## config.mk

```make
export PLATFORM = sky130hd
export DESIGN_NAME = mdrop_rx
export DESIGN_NICKNAME = d
export VERILOG_FILES = /design/src/rtl/mdrop_rx_pkg.sv /design/src/rtl/mdrop_rx_sampler.sv /design/src/rtl/mdrop_rx_fifo.sv /design/src/rtl/mdrop_rx.sv
export SDC_FILE = /design/constraint.sdc
export NUM_CORES = 1
export LEC_CHECK = 0
export ABC_AREA = 0
export BUFFER_PORTS_ARGS = -buffer_cell sky130_fd_sc_hd__buf_2
export CAP_MARGIN = 20
export CORE_AREA = 4 4 140 115
export DETAILED_ROUTE_END_ITERATION = 10
export DIE_AREA = 0 0 144 119
export PLACE_DENSITY = 0.83
export SYNTH_ARGS = -nofsm -noshare
export SYNTH_HDL_FRONTEND = slang
export SYNTH_HIERARCHICAL = 1
export SYNTH_SLANG_ARGS = --single-unit
```

## constraint.sdc

```tcl
create_clock -name clk -period 5 [get_ports clk]
set_clock_uncertainty 0.2 [all_clocks]
set_input_delay 1 -clock clk [delete_from_list [all_inputs] [get_ports clk]]
set_output_delay 1 -clock clk [all_outputs]
set_load 0.05 [all_outputs]
```

## src/rtl/mdrop_rx_pkg.sv

```systemverilog
// Shared types for the multidrop receiver.
// Assumes nothing beyond a packed three-flag status layout.
package mdrop_rx_pkg;
    typedef struct packed {
        logic brk;      // all-zero character with a zero stop bit
        logic fe;       // stop bit sampled low
        logic pe_ad;    // parity error, or the address flag in multidrop mode
    } rx_stat_t;

    localparam int STAT_W = 3;
endpackage

```

## src/rtl/mdrop_rx_sampler.sv

```systemverilog
// Oversampling deserializer. Confirms the start bit at mid-bit, samples each
// following bit every OS ticks, and pulses done for one cycle with the data,
// the optional ninth bit and the stop bit.
// Assumes: rxd is asynchronous (a two-flop synchronizer is inside), os_tick
// is a single-cycle enable, and OS is even.
module mdrop_rx_sampler #(
    parameter int DATA_W = 8,
    parameter int OS     = 16
) (
    input  logic              clk,
    input  logic              rst_n,
    input  logic              os_tick,
    input  logic              rxd,
    input  logic              ninth_en,
    output logic              done,
    output logic [DATA_W-1:0] data,
    output logic              ninth,
    output logic              stop_bit
);
    localparam int CW   = $clog2(OS);
    localparam int HALF = OS / 2;
    localparam int SW   = DATA_W + 2;
    localparam int IW   = $clog2(DATA_W + 3);

    typedef enum logic [1:0] {S_IDLE, S_START, S_BITS, S_WAITH} st_t;

    st_t           state;
    logic [1:0]    sync_q;
    logic          rxd_s;
    logic [CW-1:0] cnt;
    logic [IW-1:0] idx;
    logic [IW-1:0] last_idx;
    logic [SW-1:0] sh;
    logic [SW-1:0] sh_n;

    assign rxd_s    = sync_q[1];
    assign sh_n     = {rxd_s, sh[SW-1:1]};
    assign last_idx = ninth_en ? IW'(DATA_W + 1) : IW'(DATA_W);

    // Bring the line into the clock domain, idle high from reset.
    always_ff @(posedge clk) begin
        if (!rst_n) sync_q <= 2'b11;
        else        sync_q <= {sync_q[0], rxd};
    end

    // Frame sequencer: start check, bit sampling, wait for line release.
    always_ff @(posedge clk) begin
        if (!rst_n) begin
            state    <= S_IDLE;
            cnt      <= '0;
            idx      <= '0;
            sh       <= '0;
            done     <= 1'b0;
            data     <= '0;
            ninth    <= 1'b0;
            stop_bit <= 1'b1;
        end else begin
            done <= 1'b0;
            if (os_tick) begin
                unique case (state)
                    S_IDLE: if (!rxd_s) begin
                        state <= S_START;
                        cnt   <= '0;
                    end
                    S_START: if (cnt == CW'(HALF - 1)) begin
                        state <= rxd_s ? S_IDLE : S_BITS;
                        cnt   <= '0;
                        idx   <= '0;
                    end else begin
                        cnt <= cnt + 1'b1;
                    end
                    S_BITS: if (cnt == CW'(OS - 1)) begin
                        cnt <= '0;
                        sh  <= sh_n;
                        idx <= idx + 1'b1;
                        if (idx == last_idx) begin
                            done     <= 1'b1;
                            stop_bit <= rxd_s;
                            if (ninth_en) begin
                                data  <= sh_n[DATA_W-1:0];
                                ninth <= sh_n[DATA_W];
                            end else begin
                                data  <= sh_n[DATA_W:1];
                                ninth <= 1'b0;
                            end
                            state <= rxd_s ? S_IDLE : S_WAITH;
                        end
                    end else begin
                        cnt <= cnt + 1'b1;
                    end
                    S_WAITH: if (rxd_s) state <= S_IDLE;
                    default: state <= S_IDLE;
                endcase
            end
        end
    end

    // each completed character is reported by exactly one pulse.
    p_done_single_r3: assert property (@(posedge clk) disable iff (!rst_n)
        done |=> !done);
endmodule

```

## src/rtl/mdrop_rx_fifo.sv

```systemverilog
// Character queue with first-word fall-through read. A pop on an empty
// queue is ignored here.
// Assumes: DEPTH is a power of two, and the writer never pushes when full.
module mdrop_rx_fifo #(
    parameter int W     = 11,
    parameter int DEPTH = 16
) (
    input  logic                       clk,
    input  logic                       rst_n,
    input  logic                       wr,
    input  logic [W-1:0]               wdata,
    input  logic                       rd,
    output logic [W-1:0]               head,
    output logic [$clog2(DEPTH+1)-1:0] count
);
    localparam int PW = $clog2(DEPTH);
    localparam int CW = $clog2(DEPTH + 1);

    logic [W-1:0]  mem [DEPTH];
    logic [PW-1:0] wp;
    logic [PW-1:0] rp;
    logic          rd_ok;

    assign rd_ok = rd && (count != '0);
    assign head  = mem[rp];

    // Storage write; no reset is needed on the payload.
    always_ff @(posedge clk) begin
        if (wr) mem[wp] <= wdata;
    end

    // Pointer and occupancy bookkeeping.
    always_ff @(posedge clk) begin
        if (!rst_n) begin
            wp    <= '0;
            rp    <= '0;
            count <= '0;
        end else begin
            if (wr)    wp <= wp + 1'b1;
            if (rd_ok) rp <= rp + 1'b1;
            count <= count + CW'(wr) - CW'(rd_ok);
        end
    end

    // occupancy never passes the depth.
    p_count_bound_r11: assert property (@(posedge clk) disable iff (!rst_n)
        count <= CW'(DEPTH));
    // the writer has already dropped the characters that would overflow.
    p_no_overflow_r9: assert property (@(posedge clk) disable iff (!rst_n)
        !(wr && count == CW'(DEPTH)));
endmodule

```

## src/rtl/mdrop_rx.sv

```systemverilog
// Multidrop-capable receive channel: the sampler feeds status generation
// (parity or address flag, framing, break), which feeds the queue. Queue
// flags and the fill threshold are decoded from the occupancy.
// Assumes: the ninth bit is present when md_mode or par_en is set, with one
// stop bit, and DEPTH is a power of two of at least 4.
module mdrop_rx
    import mdrop_rx_pkg::*;
#(
    parameter int DATA_W = 8,
    parameter int DEPTH  = 16,
    parameter int OS     = 16
) (
    input  logic              clk,
    input  logic              rst_n,
    input  logic              os_tick,
    input  logic              rxd,
    input  logic              rx_en,
    input  logic              md_mode,
    input  logic              par_en,
    input  logic              par_odd,
    input  logic [1:0]        fill_sel,
    input  logic              rd_pop,
    input  logic              ovr_clr,
    output logic [DATA_W-1:0] rd_data,
    output logic [2:0]        rd_stat,
    output logic              rx_ready,
    output logic              fifo_full,
    output logic              fill_hit,
    output logic              overrun,
    output logic              fe_evt,
    output logic              brk_evt
);
    localparam int CW   = $clog2(DEPTH + 1);
    localparam int FW   = DATA_W + STAT_W;
    localparam int THR1 = 1;
    localparam int THR2 = DEPTH / 2;
    localparam int THR3 = (3 * DEPTH) / 4;
    localparam int THR4 = DEPTH;

    logic              done;
    logic [DATA_W-1:0] ch;
    logic              ninth;
    logic              stop_bit;
    rx_stat_t          st;
    rx_stat_t          head_st;
    logic [FW-1:0]     head;
    logic [CW-1:0]     count;
    logic              fifo_wr;
    logic [CW-1:0]     thr;

    mdrop_rx_sampler #(.DATA_W(DATA_W), .OS(OS)) u_smp (
        .clk      (clk),
        .rst_n    (rst_n),
        .os_tick  (os_tick),
        .rxd      (rxd),
        .ninth_en (md_mode | par_en),
        .done     (done),
        .data     (ch),
        .ninth    (ninth),
        .stop_bit (stop_bit)
    );

    // Build the per-character status; multidrop reuses the parity slot.
    always_comb begin
        st.fe    = !stop_bit;
        st.brk   = !stop_bit && (ch == '0) && !ninth;
        if (md_mode) st.pe_ad = ninth;
        else         st.pe_ad = par_en && ((^ch) ^ ninth ^ par_odd);
    end

    assign fe_evt  = done && st.fe;
    assign brk_evt = done && st.brk;
    assign fifo_wr = done && rx_en && !fifo_full;

    mdrop_rx_fifo #(.W(FW), .DEPTH(DEPTH)) u_q (
        .clk   (clk),
        .rst_n (rst_n),
        .wr    (fifo_wr),
        .wdata ({st, ch}),
        .rd    (rd_pop),
        .head  (head),
        .count (count)
    );

    assign head_st   = head[FW-1:DATA_W];
    assign rd_data   = head[DATA_W-1:0];
    assign rd_stat   = head_st;
    assign rx_ready  = (count != '0);
    assign fifo_full = (count == CW'(DEPTH));

    // Pick the fill threshold from the select field.
    always_comb begin
        unique case (fill_sel)
            2'd0:    thr = CW'(THR1);
            2'd1:    thr = CW'(THR2);
            2'd2:    thr = CW'(THR3);
            default: thr = CW'(THR4);
        endcase
    end
    assign fill_hit = (count >= thr);

    // Sticky overrun: set on a completion into a full queue, even if disabled.
    always_ff @(posedge clk) begin
        if (!rst_n)                overrun <= 1'b0;
        else if (done && fifo_full) overrun <= 1'b1;
        else if (ovr_clr)          overrun <= 1'b0;
    end

    // overrun holds until it is cleared.
    p_overrun_sticky_r9: assert property (@(posedge clk) disable iff (!rst_n)
        overrun && !ovr_clr |=> overrun);
    // the queue only fills while the receiver is enabled.
    p_load_enabled_r8: assert property (@(posedge clk) disable iff (!rst_n)
        $rose(rx_ready) |-> $past(rx_en));
    // a break is always also a framing error.
    p_break_is_fe_r7: assert property (@(posedge clk) disable iff (!rst_n)
        brk_evt |-> fe_evt);
    // ready rises only after a sampler completion.
    p_ready_after_done_r10: assert property (@(posedge clk) disable iff (!rst_n)
        $rose(rx_ready) |-> $past(done));
endmodule

```

# == Yosys cells after proc, flatten, opt, wreduce, memory -nomap -nowiden ==
# Memories as Yosys holds them, arrays and structs flattened. A register that Yosys moved wholly into a read port is not among the register bits.
# Index checks and enable logic that the tools add are counted.
# totals
regBits,47
n_memories,1
latch_bits,0
romBits,0
out_inout_bits,17
ramBits,176
# op_classes
shifts,0
n_eq_ne,14
n_reduce_logical,26
n_mul,0
div_mod_pow,0
bitwise,3
magnitude_cmp,1
n_mux,27
n_addsub,6
# mem_list
memory,depth,word_bits,read_ports,rd_ports_with_merged_regs,write_ports,line_no,text
u_q.mem,16,11,1,1,1,mdrop_rx_fifo.sv:19,logic [W-1:0] mem [DEPTH];
# ops
op,n
2-to-1 mux 4 bit,7
"adder 4 x 1 -> 4 bit, second input constant",4
one-hot mux 5 bit (3 select lines),1
2-to-1 mux 2 bit,7
one-hot mux 4 bit (3 select lines),1
AND reduction 4 bit,3
logical AND 1 bit,9
logical NOT 8 bit,1
2-to-1 mux 1 bit,8
2-to-1 mux 8 bit,1
"!= test 2 x 1 -> 1 bit, second input constant",4
one-hot mux 2 bit (4 select lines),1
one-hot mux 4 bit (2 select lines),1
parity 8 bit,1
"== test 2 bit, second input constant",3
AND reduction 3 bit,2
AND reduction 6 bit,1
adder 5 x 1 -> 5 bit,1
"== test 5 bit, second input constant",1
>= comparator 5 bit,1
nonzero test 5 bit,1
subtractor 5 x 1 -> 5 bit,1
"== test 2 x 1 -> 1 bit, second input constant",2
"== test 4 x 3 -> 1 bit, second input constant",1
9 further kinds,14

# == Logic depth before layout (Yosys ltp) ==
# Gate-level depths: netlist of run 1.
# logic_depth
ltp_word,6
depth_mapped,12
depth_no_buf,12

# == Modules after synthesis ==
# The synthesis of run 1 kept the hierarchy.
# by_module_without_submodules
mod,instances,area_per_inst_um2,seq_area_each_um2,cells_per_inst
mdrop_rx_fifo,1,7648.6,5625.4,373
mdrop_rx_sampler,1,1490.2,640.6,169
mdrop_rx,1,387.9,20.0,52

# == Worst setup path after synthesis of run 1 ==
# No wires, ideal clock.
# synth_path
path_type,input -> output
start,input fill_sel[0]
end,output fill_hit
t_required_ns,3.800
slack_ns,1.305
arrival_ns,2.495
n_path_buf,0
path_stages,7
cell_sequence,inv_1 ha_1 ha_1 or3b_1 a21o_1 a21o_1 a21o_1
# synth_via
elab_chain_len,3
elab_cells_between_ends,5
cone_classes,order compare: 1; eq/ne: 2; mux: 1; reduce/logical: 1
# synth_lines
item,line_no,text
"start, declared",mdrop_rx.sv:21,"input logic [1:0] fill_sel,"
== test 2 bit (tied with other cells),mdrop_rx.sv:93,unique case (fill_sel)
one-hot mux 5 bit (3 select lines) (*),mdrop_rx.sv:93,
>= comparator 5 bit (*),mdrop_rx.sv:100,assign fill_hit = (count >= thr);
"end, declared",mdrop_rx.sv:28,"output logic fill_hit,"
# Every way passes the cells marked *; elsewhere a longest branch is shown, timed or not.

==> results.sh, run 1 <==
export IMPL_syn_to_final_growth_pct=10.24
export IMPL_cts_tree="done"
export IMPL_synthDistinctLibCells=54
export IMPL_ir_worst_vdd_mv=0.3224
export IMPL_pre_cts_ws_ns=1.111
export IMPL_p_switching_mw=1.051
export IMPL_status="finished clean"
export IMPL_gp_congestion=0.8757
export IMPL_core_area_um2=14760
export IMPL_clk_path_buf_depth=3
export IMPL_synth_seq_cells=226
export IMPL_yosys_warnings=6
export IMPL_final_nets=664
export IMPL_grt_pass1_wl_um=28840
export IMPL_cp_cell_sequence="mux4_2, a22oi_1, nand2_1, buf_2"
export IMPL_p_sw_frac=0.2406
export IMPL_seq_area_frac_synth=0.6598
export IMPL_async_flop_share=0
export IMPL_synth_main_ff_cell="edfxtp_1"
export IMPL_synth_nets=635
export IMPL_synth_area_um2=9527
export IMPL_crit_path_max_incr_delay_ns=1.06
export IMPL_antenna_found_initial=0
export IMPL_cp_start_kind="register"
export IMPL_clock_sinks=226
export IMPL_cts_repair_resized=0
export IMPL_path_clk_slew_ns=0.06
export IMPL_postSynthAreaPerCell_um2=16.04
export IMPL_leakagePower_nw=3.995
export IMPL_worst_slew_pin_slew_ns=1.114
export IMPL_maxSlewHeadroom=0.2575
export IMPL_drive_gt1_frac=0.1518
export IMPL_mostFrequentLayoutCells="176 x edfxtp_1, 48 x dfxtp_1, 45 x nand2_1, 35 x and2_1"
export IMPL_finalWorstSetupSlack_ns=1.120
export IMPL_synth_area_leader_cell="edfxtp_1"
export IMPL_die_y_um=119
export IMPL_die_area_um2=17140
export IMPL_grt_max_degree=45
export IMPL_grt_overflow=0
export IMPL_hold_viol=0
export IMPL_end_kind="output pin"
export IMPL_drt_wl_total_um=18250
export IMPL_critPathSlowestCell="dfxtp_2"
export IMPL_grtUsageTotal=0.2178
export IMPL_synth_top_area_frac=0.5548
export IMPL_dp_cells=787
export IMPL_whs_ns=0.2139
export IMPL_post_synth_inst_count=594
export IMPL_cp_max_fo=44
export IMPL_ctsHoldBuffers=0
export IMPL_whs_path_depth=1
export IMPL_cts_buffers=22
export IMPL_critPathArrivalTime_ns=2.68
export IMPL_dp_hpwl_um=11300
export IMPL_power_frac_clock=0.390
export IMPL_finalCriticalPeriod_ns=3.880
export IMPL_rsz0062_at_grt="no"
export IMPL_crit_required_ns=3.80
export IMPL_htree_levels=1
export IMPL_p_int_mw=3.318
export IMPL_combinationalPowerShare=0.130
export IMPL_avgRoutedWirePerCell_um=22.04
export IMPL_ant_nets=0
export IMPL_num_antenna_cells=0
export IMPL_initial_utilization=0.6453
export IMPL_die_x_um=144
export IMPL_rows=40
export IMPL_synth_area_leaders="edfxtp_1 55%, dfxtp_1 11%, mux4_1 5.8%"
export IMPL_reg2regPathDepth=11
export IMPL_mostFrequentLayoutCell="edfxtp_1"
export IMPL_power_frac_seq=0.480
export IMPL_cap_violations=0
export IMPL_drtIter0Drc=424
export IMPL_synth_edf_count=176
export IMPL_grt_pass1_vias=5359
export IMPL_fin_tns_setup_ns=0
export IMPL_finalMaxSlewViolations=0
export IMPL_vias=5217
export IMPL_viasPerCell=6.301
export IMPL_min_path_type="register to register"
export IMPL_cts_setup_buffers=0
export IMPL_drt_first_pass_iters=5
export IMPL_io_pins=29
export IMPL_p_per_area_nw_per_um2=416.0
export IMPL_path_class="register to output pin"
export IMPL_layoutNonFillerInstCount=828
export IMPL_setup_viol=0
export IMPL_io_buffers=28
export IMPL_insertion_delay_ns=0.49
export IMPL_fin_util=0.7114
export IMPL_post_route_period_util=0.7760
export IMPL_root_buffer="clkbuf_16"
export IMPL_fmax_mhz=257.7
export IMPL_drc=0
## power groups by stage
stage | clock network, mW | logic (mW) | registers [mW]
finish | 1.70 | 0.568 | 2.10
global route | 1.82 | 0.622 | 2.10
CTS | 1.73 | 0.574 | 2.10
detailed placement | 0 | 0.571 | 2.14
global placement | 0 | 0.546 | 2.14
floorplan | 0 | 0.529 | 2.09
## final timing paths
kind                    from              end  slack (ns)
max                 register       rd_stat[0]        1.12
min reg2reg  u_smp/sync_q[0]  u_smp/sync_q[1]        0.21
max reg2reg     u_q/count[1]     u_q/count[4]        1.80
min          u_smp/sync_q[0]  u_smp/sync_q[1]        0.21
## per-layer routing
layer	global-route usage	up-vias	wire, um
li1	-	2354	-
met1	0.3206	2638	8181
met2	0.3474	191	8691
met3	0.03252	34	1009
met4	0.05353	0	367
met5	0	-	0
## flip-flops by register name, indices dropped and copies added (netlist names), 2 cells and up, named ones only
signal / flops
u_smp/sh: 9
u_q/wp: 4
u_smp/idx: 4
u_smp/cnt: 4
u_smp/state: 2
u_q/count: 5
u_q/rp: 4
u_smp/sync_q: 2
u_q/mem: 176
u_smp/data: 8
## cell usage after synthesis, types with 3 or more instances
master    number
a211oi_1      10
a21boi_0       3
a21o_1         4
a21oi_1       26
a22oi_1       22
and2_1        35
and3_1         5
buf_2          8
buf_6          4
clkbuf_1       5
dfxtp_1       50
edfxtp_1     176
ha_1          28
inv_1         24
mux2i_1       11
mux4_1        21
mux4_2        23
nand2_1       45
nand2b_1       3
nand3_1       10
nand4_1        6
nand4b_1       3
nor2_1        11
nor2b_1        6
o21ai_0        7
or4_1          3
xnor2_1        8
xor2_1         4
## logic make-up after synthesis
| logic type | Yosys count | share of synthesized area |
|---|---|---|
| XOR/XNOR | 13 | 0.01340 |
| multiplexers | 55 | 0.1239 |
| buffers and inverters | 50 | 0.02916 |
| flip-flops | 226 | 0.6598 |
| AND/OR/NAND/NOR | 140 | 0.07933 |
| adder cells (fa/ha/maj) | 29 | 0.03888 |
| AO/OA/AOI/OAI | 81 | 0.05555 |
## critical path: cells and delay by family, from the launching register on
family / cells / cell delay [ns]
flops: 1 / 1.06
mux: 1 / 0.42
compound gates: 1 / 0.34
buf+inv: 1 / 0.22
simple gates: 1 / 0.11
## layout make-up
| cell class | count | area [um2] |
|---|---|---|
| flip-flops and latches | 226 | 6289 |
| fillers | 930 | 4262 |
| multi-input cells | 318 | 2963 |
| clock buffers | 27 | 610.6 |
| well taps | 189 | 236.5 |
| repair buffers | 30 | 167.7 |
| clock inverters | 13 | 142.6 |
| inverters | 25 | 93.84 |
## metrics by stage
stage / total power [mW] / area (um2)
after detailed placement: 2.710 / 9742
final: 4.369 / 10500
after CTS: 4.400 / 10500
after global placement: 2.682 / 9742
after floorplan: 2.619 / 9527
after global routing: 4.542 / 10500
(Power assumes the default switching activity.)
==> inputs of run 2 (changes only) <==
--- a/config.mk
+++ b/config.mk
@@ -8,10 +8,10 @@
 export ABC_AREA = 0
 export BUFFER_PORTS_ARGS = -buffer_cell sky130_fd_sc_hd__buf_2
 export CAP_MARGIN = 20
-export CORE_AREA = 4 4 140 115
+export CORE_AREA = 4 4 151 124
 export DETAILED_ROUTE_END_ITERATION = 10
-export DIE_AREA = 0 0 144 119
-export PLACE_DENSITY = 0.83
+export DIE_AREA = 0 0 155 128
+export PLACE_DENSITY = 0.75
 export SYNTH_ARGS = -nofsm -noshare
 export SYNTH_HDL_FRONTEND = slang
 export SYNTH_HIERARCHICAL = 1
==> constraint.sdc (replaced) <==
create_clock -name clk -period 3.45 [get_ports clk]
set_clock_uncertainty 0.2 [all_clocks]
set_input_delay 0.69 -clock clk [delete_from_list [all_inputs] [get_ports clk]]
set_output_delay 0.69 -clock clk [all_outputs]
set_load 0.05 [all_outputs]
==> run 2 against run 1 <==
  * Non-clock buffer count is 12 higher
  * Clock power increased by 29%
  * Die area rose by 16%
  * Core utilization decreased by 9.6 points
  * Worst hold slack worse by 0.041 ns
  * Critical endpoint is now fill_hit
==> results.sh, run 2 (synthesized netlist as in run 1, its figures left out) <==
export IMPL_crit_required_ns=2.56
export IMPL_r2r_start="u_q/count[2]"
export IMPL_cp_start_kind="input pin"
export IMPL_dp_hpwl_um=11450
export IMPL_setup_viol=0
export IMPL_grt_pass1_wl_um=28360
export IMPL_cts_buffers=22
export IMPL_leakagePower_nw=4.007
export IMPL_initial_utilization=0.5551
export IMPL_fin_util=0.6151
export IMPL_hold_viol=0
export IMPL_mostFrequentLayoutCell="edfxtp_1"
export IMPL_drt_first_pass_iters=5
export IMPL_io_buffers=28
export IMPL_path_class="input pin to output pin"
export IMPL_r2r_end="u_q/count[4]"
export IMPL_cp_cell_sequence="buf_2, inv_1, ha_1, ha_1, or3b_1, a21o_1, a21o_1, a21o_1, buf_2"
export IMPL_maxSlewHeadroom=0.4588
export IMPL_p_per_area_nw_per_um2=574.0
export IMPL_setup_worst_path_end="fill_hit"
export IMPL_insertion_delay_ns=0.50
export IMPL_syn_to_final_growth_pct=10.81
export IMPL_grt_pass1_vias=5317
export IMPL_critPathBufInv=3
export IMPL_crit_start="fill_sel[0]"
export IMPL_rsz0062_at_grt="no"
export IMPL_final_nets=676
export IMPL_gp_congestion=0.8349
export IMPL_viasPerCell=5.895
export IMPL_critPathSlowestCell="or3b_1"
export IMPL_ir_worst_vdd_mv=0.4132
export IMPL_ant_nets=0
export IMPL_worst_slew_pin_slew_ns=0.8088
export IMPL_cts_setup_buffers=0
export IMPL_ff2ff_setup_slack_ns=0.40
export IMPL_die_x_um=155
export IMPL_crit_path_max_incr_delay_ns=0.37
export IMPL_grt_overflow=0
export IMPL_fmax_mhz=305.6
export IMPL_cpMostUsedCell="a21o_1"
export IMPL_cts_tree="done"
export IMPL_num_antenna_cells=0
export IMPL_cp_max_fo=2
export IMPL_largest_register="u_q/mem"
export IMPL_antenna_found_initial=0
export IMPL_cts_repair_resized=0
export IMPL_cap_violations=0
export IMPL_htree_levels=1
export IMPL_die_area_um2=19840
export IMPL_fillers=1214
export IMPL_grtUsageTotal=0.1814
export IMPL_post_route_period_util=0.9484
export IMPL_whs_path_depth=2
export IMPL_reg2regPathDepth=12
export IMPL_largest_register_ffs=176
export IMPL_die_y_um=128
export IMPL_end_kind="output pin"
export IMPL_path_clk_slew_ns=0.06
export IMPL_grt_max_degree=45
export IMPL_vias=5158
export IMPL_ctsHoldBuffers=0
export IMPL_path_depth=9
export IMPL_drc=0
export IMPL_clk_path_buf_depth=3
export IMPL_critPathTopFamily="compound AO/OA/AOI/OAI gates"
export IMPL_root_buffer="clkbuf_16"
export IMPL_status="finished clean"
export IMPL_rows=43
export IMPL_critPathArrivalTime_ns=2.38
export IMPL_drive_gt1_frac=0.1538
export IMPL_core_area_um2=17160
export IMPL_seqCellArea_um2=6289
export IMPL_clock_sinks=226
export IMPL_avgRoutedWirePerCell_um=20.09
export IMPL_fin_tns_setup_ns=0
export IMPL_io_pins=29
export IMPL_reg_top3="u_q/mem x176, u_smp/sh x9, u_smp/data x8"
export IMPL_drt_wl_total_um=17580
export IMPL_finalCriticalPeriod_ns=3.272
export IMPL_min_path_type="input pin to register"
export IMPL_mostFrequentLayoutCells="176 x edfxtp_1, 48 x dfxtp_1, 45 x nand2_1, 35 x and2_1"
export IMPL_multiInputGateArea_um2=2963
export IMPL_drtIter0Drc=271
export IMPL_finalMaxSlewViolations=0
-- run 2: layer usage --
layer	vias to the layer above	wire, um	track usage
met1	2621	7737	0.2506
met5	-	0	0
met2	129	8732	0.3118
li1	2387	-	-
met4	0	245	0.03427
met3	21	867	0.02835
-- run 2: where the power goes --
| part | internal (mW) | switching [mW] |
|---|---|---|
| sequential | 2.94 | 0.0492 |
| combinational | 0.391 | 0.484 |
| clock | 1.26 | 0.930 |
-- run 2: worst min path at each step --
stage | from | end | slack, ns
final | rxd | u_smp/sync_q[0] | 0.17
after CTS | rxd | u_smp/sync_q[0] | 0.16
after global placement | u_smp/sync_q[0] | u_smp/sync_q[1] | 0.19
after global routing | rxd | u_smp/sync_q[0] | 0.19
after detailed placement | u_smp/sync_q[0] | u_smp/sync_q[1] | 0.20
after floorplan | u_smp/sync_q[0] | u_smp/sync_q[1] | 0.19
-- run 2: area by class of cell --
class	count	area share
sequential	226	0.5957
timing repair buffer	42	0.02560
clock buffer	32	0.05571
clock inverter	7	0.006756
multi-input combinational	318	0.2807
inverter	25	0.008889
tap	225	0.02667
-- run 2: per-stage QoR --
| stage | hold slack (ns) | cell area (um2) | total power, mW | cells | setup WS [ns] |
|---|---|---|---|---|---|
| 3_5_place_dp | 0.2009 | 9889 | 3.933 | 835 | 0.1578 |
| 5_1_grt | 0.1862 | 10560 | 6.326 | 875 | 0.05661 |
| 4_1_cts | 0.1579 | 10550 | 6.127 | 874 | 0.1266 |
| 3_3_place_gp | 0.1939 | 9889 | 3.900 | 835 | 0.2287 |
| 6_report | 0.1727 | 10560 | 6.059 | 875 | 0.1779 |
| 2_1_floorplan | 0.1863 | 9527 | 3.796 | 594 | 0.2690 |
==> inputs of run 3 (changes only) <==
--- a/config.mk
+++ b/config.mk
@@ -8,10 +8,10 @@
 export ABC_AREA = 0
 export BUFFER_PORTS_ARGS = -buffer_cell sky130_fd_sc_hd__buf_2
 export CAP_MARGIN = 20
-export CORE_AREA = 4 4 151 124
+export CORE_AREA = 4 4 144 118
 export DETAILED_ROUTE_END_ITERATION = 10
-export DIE_AREA = 0 0 155 128
-export PLACE_DENSITY = 0.75
+export DIE_AREA = 0 0 148 122
+export PLACE_DENSITY = 0.79
 export SYNTH_ARGS = -nofsm -noshare
 export SYNTH_HDL_FRONTEND = slang
 export SYNTH_HIERARCHICAL = 1
==> constraint.sdc (replaced) <==
create_clock -name clk -period 3.6 [get_ports clk]
set_clock_uncertainty 0.2 [all_clocks]
set_input_delay 0.72 -clock clk [delete_from_list [all_inputs] [get_ports clk]]
set_output_delay 0.72 -clock clk [all_outputs]
set_load 0.05 [all_outputs]
==> run 3 against run 2 <==
  * Sequential share of layout area increased by 0.094 points
  * Cell count decreased by 1.6%
  * Critical path depth decreased by 3
  * Via count increased by 1.4%
  * Wire length increased by 1.9%
  * Sequential power decreased by 3%
  * Largest power group unchanged
  * Non-clock buffer count decreased by 3
==> results.sh, run 3 (synthesized netlist as in run 1, its figures left out) <==
export IMPL_status="finished clean"
export IMPL_leakagePower_nw=4.001
export IMPL_critPathArrivalTime_ns=2.51
export IMPL_finalWorstSetupSlack_ns=0.1703
export IMPL_cp_start_kind="register"
export IMPL_critPathSlowestCell="mux4_1"
export IMPL_htree_levels=1
export IMPL_grt_pass1_vias=5402
export IMPL_viasPerCell=6.075
export IMPL_post_route_period_util=0.9527
export IMPL_dpl_cell_area_um2=9867
export IMPL_initial_utilization=0.6109
export IMPL_cap_violations=0
export IMPL_avgRoutedWirePerCell_um=20.82
export IMPL_clock_sinks=226
export IMPL_rows=41
export IMPL_die_x_um=148
export IMPL_drc=0
export IMPL_hold_viol=0
export IMPL_reg_top3="u_q/mem x176, u_smp/sh x9, u_smp/data x8"
export IMPL_crit_required_ns=2.68
export IMPL_io_pins=29
export IMPL_r2r_start="u_q/count[1]"
export IMPL_worst_slew_pin_slew_ns=0.8974
export IMPL_drive_gt1_frac=0.1548
export IMPL_crit_path_max_incr_delay_ns=0.58
export IMPL_die_area_um2=18060
export IMPL_min_path_type="register to register"
export IMPL_core_area_um2=15600
export IMPL_setup_viol=0
export IMPL_dp_hpwl_um=11310
export IMPL_vias=5231
export IMPL_cpMostUsedCell="buf_12"
export IMPL_cts_buffers=22
export IMPL_r2r_end="u_q/count[4]"
export IMPL_ff2ff_setup_slack_ns=0.51
export IMPL_pre_cts_ws_ns=0.2528
export IMPL_finalMaxSlewViolations=0
export IMPL_cp_max_fo=23
export IMPL_hold_start="u_smp/sync_q[0]"
export IMPL_ir_worst_vdd_mv=0.4730
export IMPL_antenna_found_initial=0
export IMPL_path_clk_slew_ns=0.06
export IMPL_mostFrequentLayoutCell="edfxtp_1"
export IMPL_whs_endpoint="u_smp/sync_q[1]"
export IMPL_cts_tree="done"
export IMPL_clk_path_buf_depth=3
export IMPL_die_y_um=122
export IMPL_fin_tns_setup_ns=0
export IMPL_finalCriticalPeriod_ns=3.430
export IMPL_root_buffer="clkbuf_16"
export IMPL_p_per_area_nw_per_um2=557.0
export IMPL_num_antenna_cells=0
export IMPL_end_kind="output pin"
export IMPL_final_cell_area_um2=10540
export IMPL_ctsHoldBuffers=0
export IMPL_largest_register="u_q/mem"
export IMPL_syn_to_final_growth_pct=10.68
export IMPL_rsz0062_at_grt="no"
export IMPL_insertion_delay_ns=0.49
export IMPL_drtIter0Drc=392
export IMPL_drt_wl_total_um=17920
export IMPL_fillers=1050
export IMPL_largest_register_ffs=176
export IMPL_gp_congestion=0.8350
export IMPL_io_buffers=28
export IMPL_reg2regPathDepth=10
export IMPL_grtUsageTotal=0.2053
export IMPL_grt_pass1_wl_um=29010
export IMPL_grt_max_degree=29
export IMPL_cp_cell_sequence="buf_12, buf_12, mux4_1, a22oi_1, nand2_1, buf_2"
export IMPL_whs_path_depth=1
export IMPL_fmax_mhz=291.6
export IMPL_maxSlewHeadroom=0.4005
export IMPL_grt_overflow=0
export IMPL_path_class="register to output pin"
export IMPL_mostFrequentLayoutCells="176 x edfxtp_1, 48 x dfxtp_1, 45 x nand2_1, 35 x and2_1"
export IMPL_final_nets=673
export IMPL_drt_first_pass_iters=5
export IMPL_ant_nets=0
==> run 3: cell type report <==
| type | count | area [um2] | share of cell area |
|---|---|---|---|
| flip-flops and latches | 226 | 6291 | 0.5967 |
| clock inverters | 8 | 63.81 | 0.006052 |
| repair buffers | 39 | 260.3 | 0.02468 |
| inverters | 25 | 93.84 | 0.008900 |
| clock buffers | 30 | 601.8 | 0.05708 |
| well taps | 215 | 269.0 | 0.02551 |
| multi-input cells | 318 | 2964 | 0.2811 |
==> run 3: worst max-delay path by stage <==
| stage | cells past startpoint | to | slack [ns] |
|---|---|---|---|
| floorplan | 10 | u_q/count[4] | 0.42 |
| global placement | 9 | fill_hit | 0.32 |
| detailed placement | 9 | fill_hit | 0.25 |
| CTS | 6 | rd_stat[2] | 0.04 |
| global route | 6 | rd_stat[2] | 0.03 |
| finish | 6 | rd_stat[2] | 0.17 |
==> run 3: worst max-delay path: cells and delay by family, from the launching register on <==
kind / cells / cell delay, ns
mux: 1 / 0.58
buf+inv: 3 / 0.68
simple gates: 1 / 0.12
flops: 1 / 0.46
compound gates: 1 / 0.18
==> run 3: stage by stage <==
stage	power, mW	hold slack, ns	util	std cells
after global placement	3.759	0.1898	0.6327	822
after detailed placement	3.797	0.2041	0.6327	822
after CTS	5.914	0.2159	0.6754	860
after floorplan	3.638	0.1863	-	594
after global routing	6.115	0.2201	0.6761	861
final	5.872	0.2150	0.6761	861
==> run 3: per-layer routing <==
metal	up-vias	track usage	part of all wire
li1	2372	-	-
met1	2628	0.2893	0.43
met2	198	0.3459	0.49
met3	33	0.03830	0.065
met4	0	0.03520	0.016
met5	-	0	0
==> run 3: repair_timing <==
item | in CTS | in global routing
setup endpoints to repair | 0 | 4
gates resized for setup | 0 | 2
buffers inserted | 0 | 0
==> run 3: power by group <==
group	leakage (nW)	internal (mW)	switching, mW
clock	0.322	1.24	0.896
sequential	2.31	2.82	0.0862
combinational	1.37	0.389	0.441
total	4.00	4.45	1.42
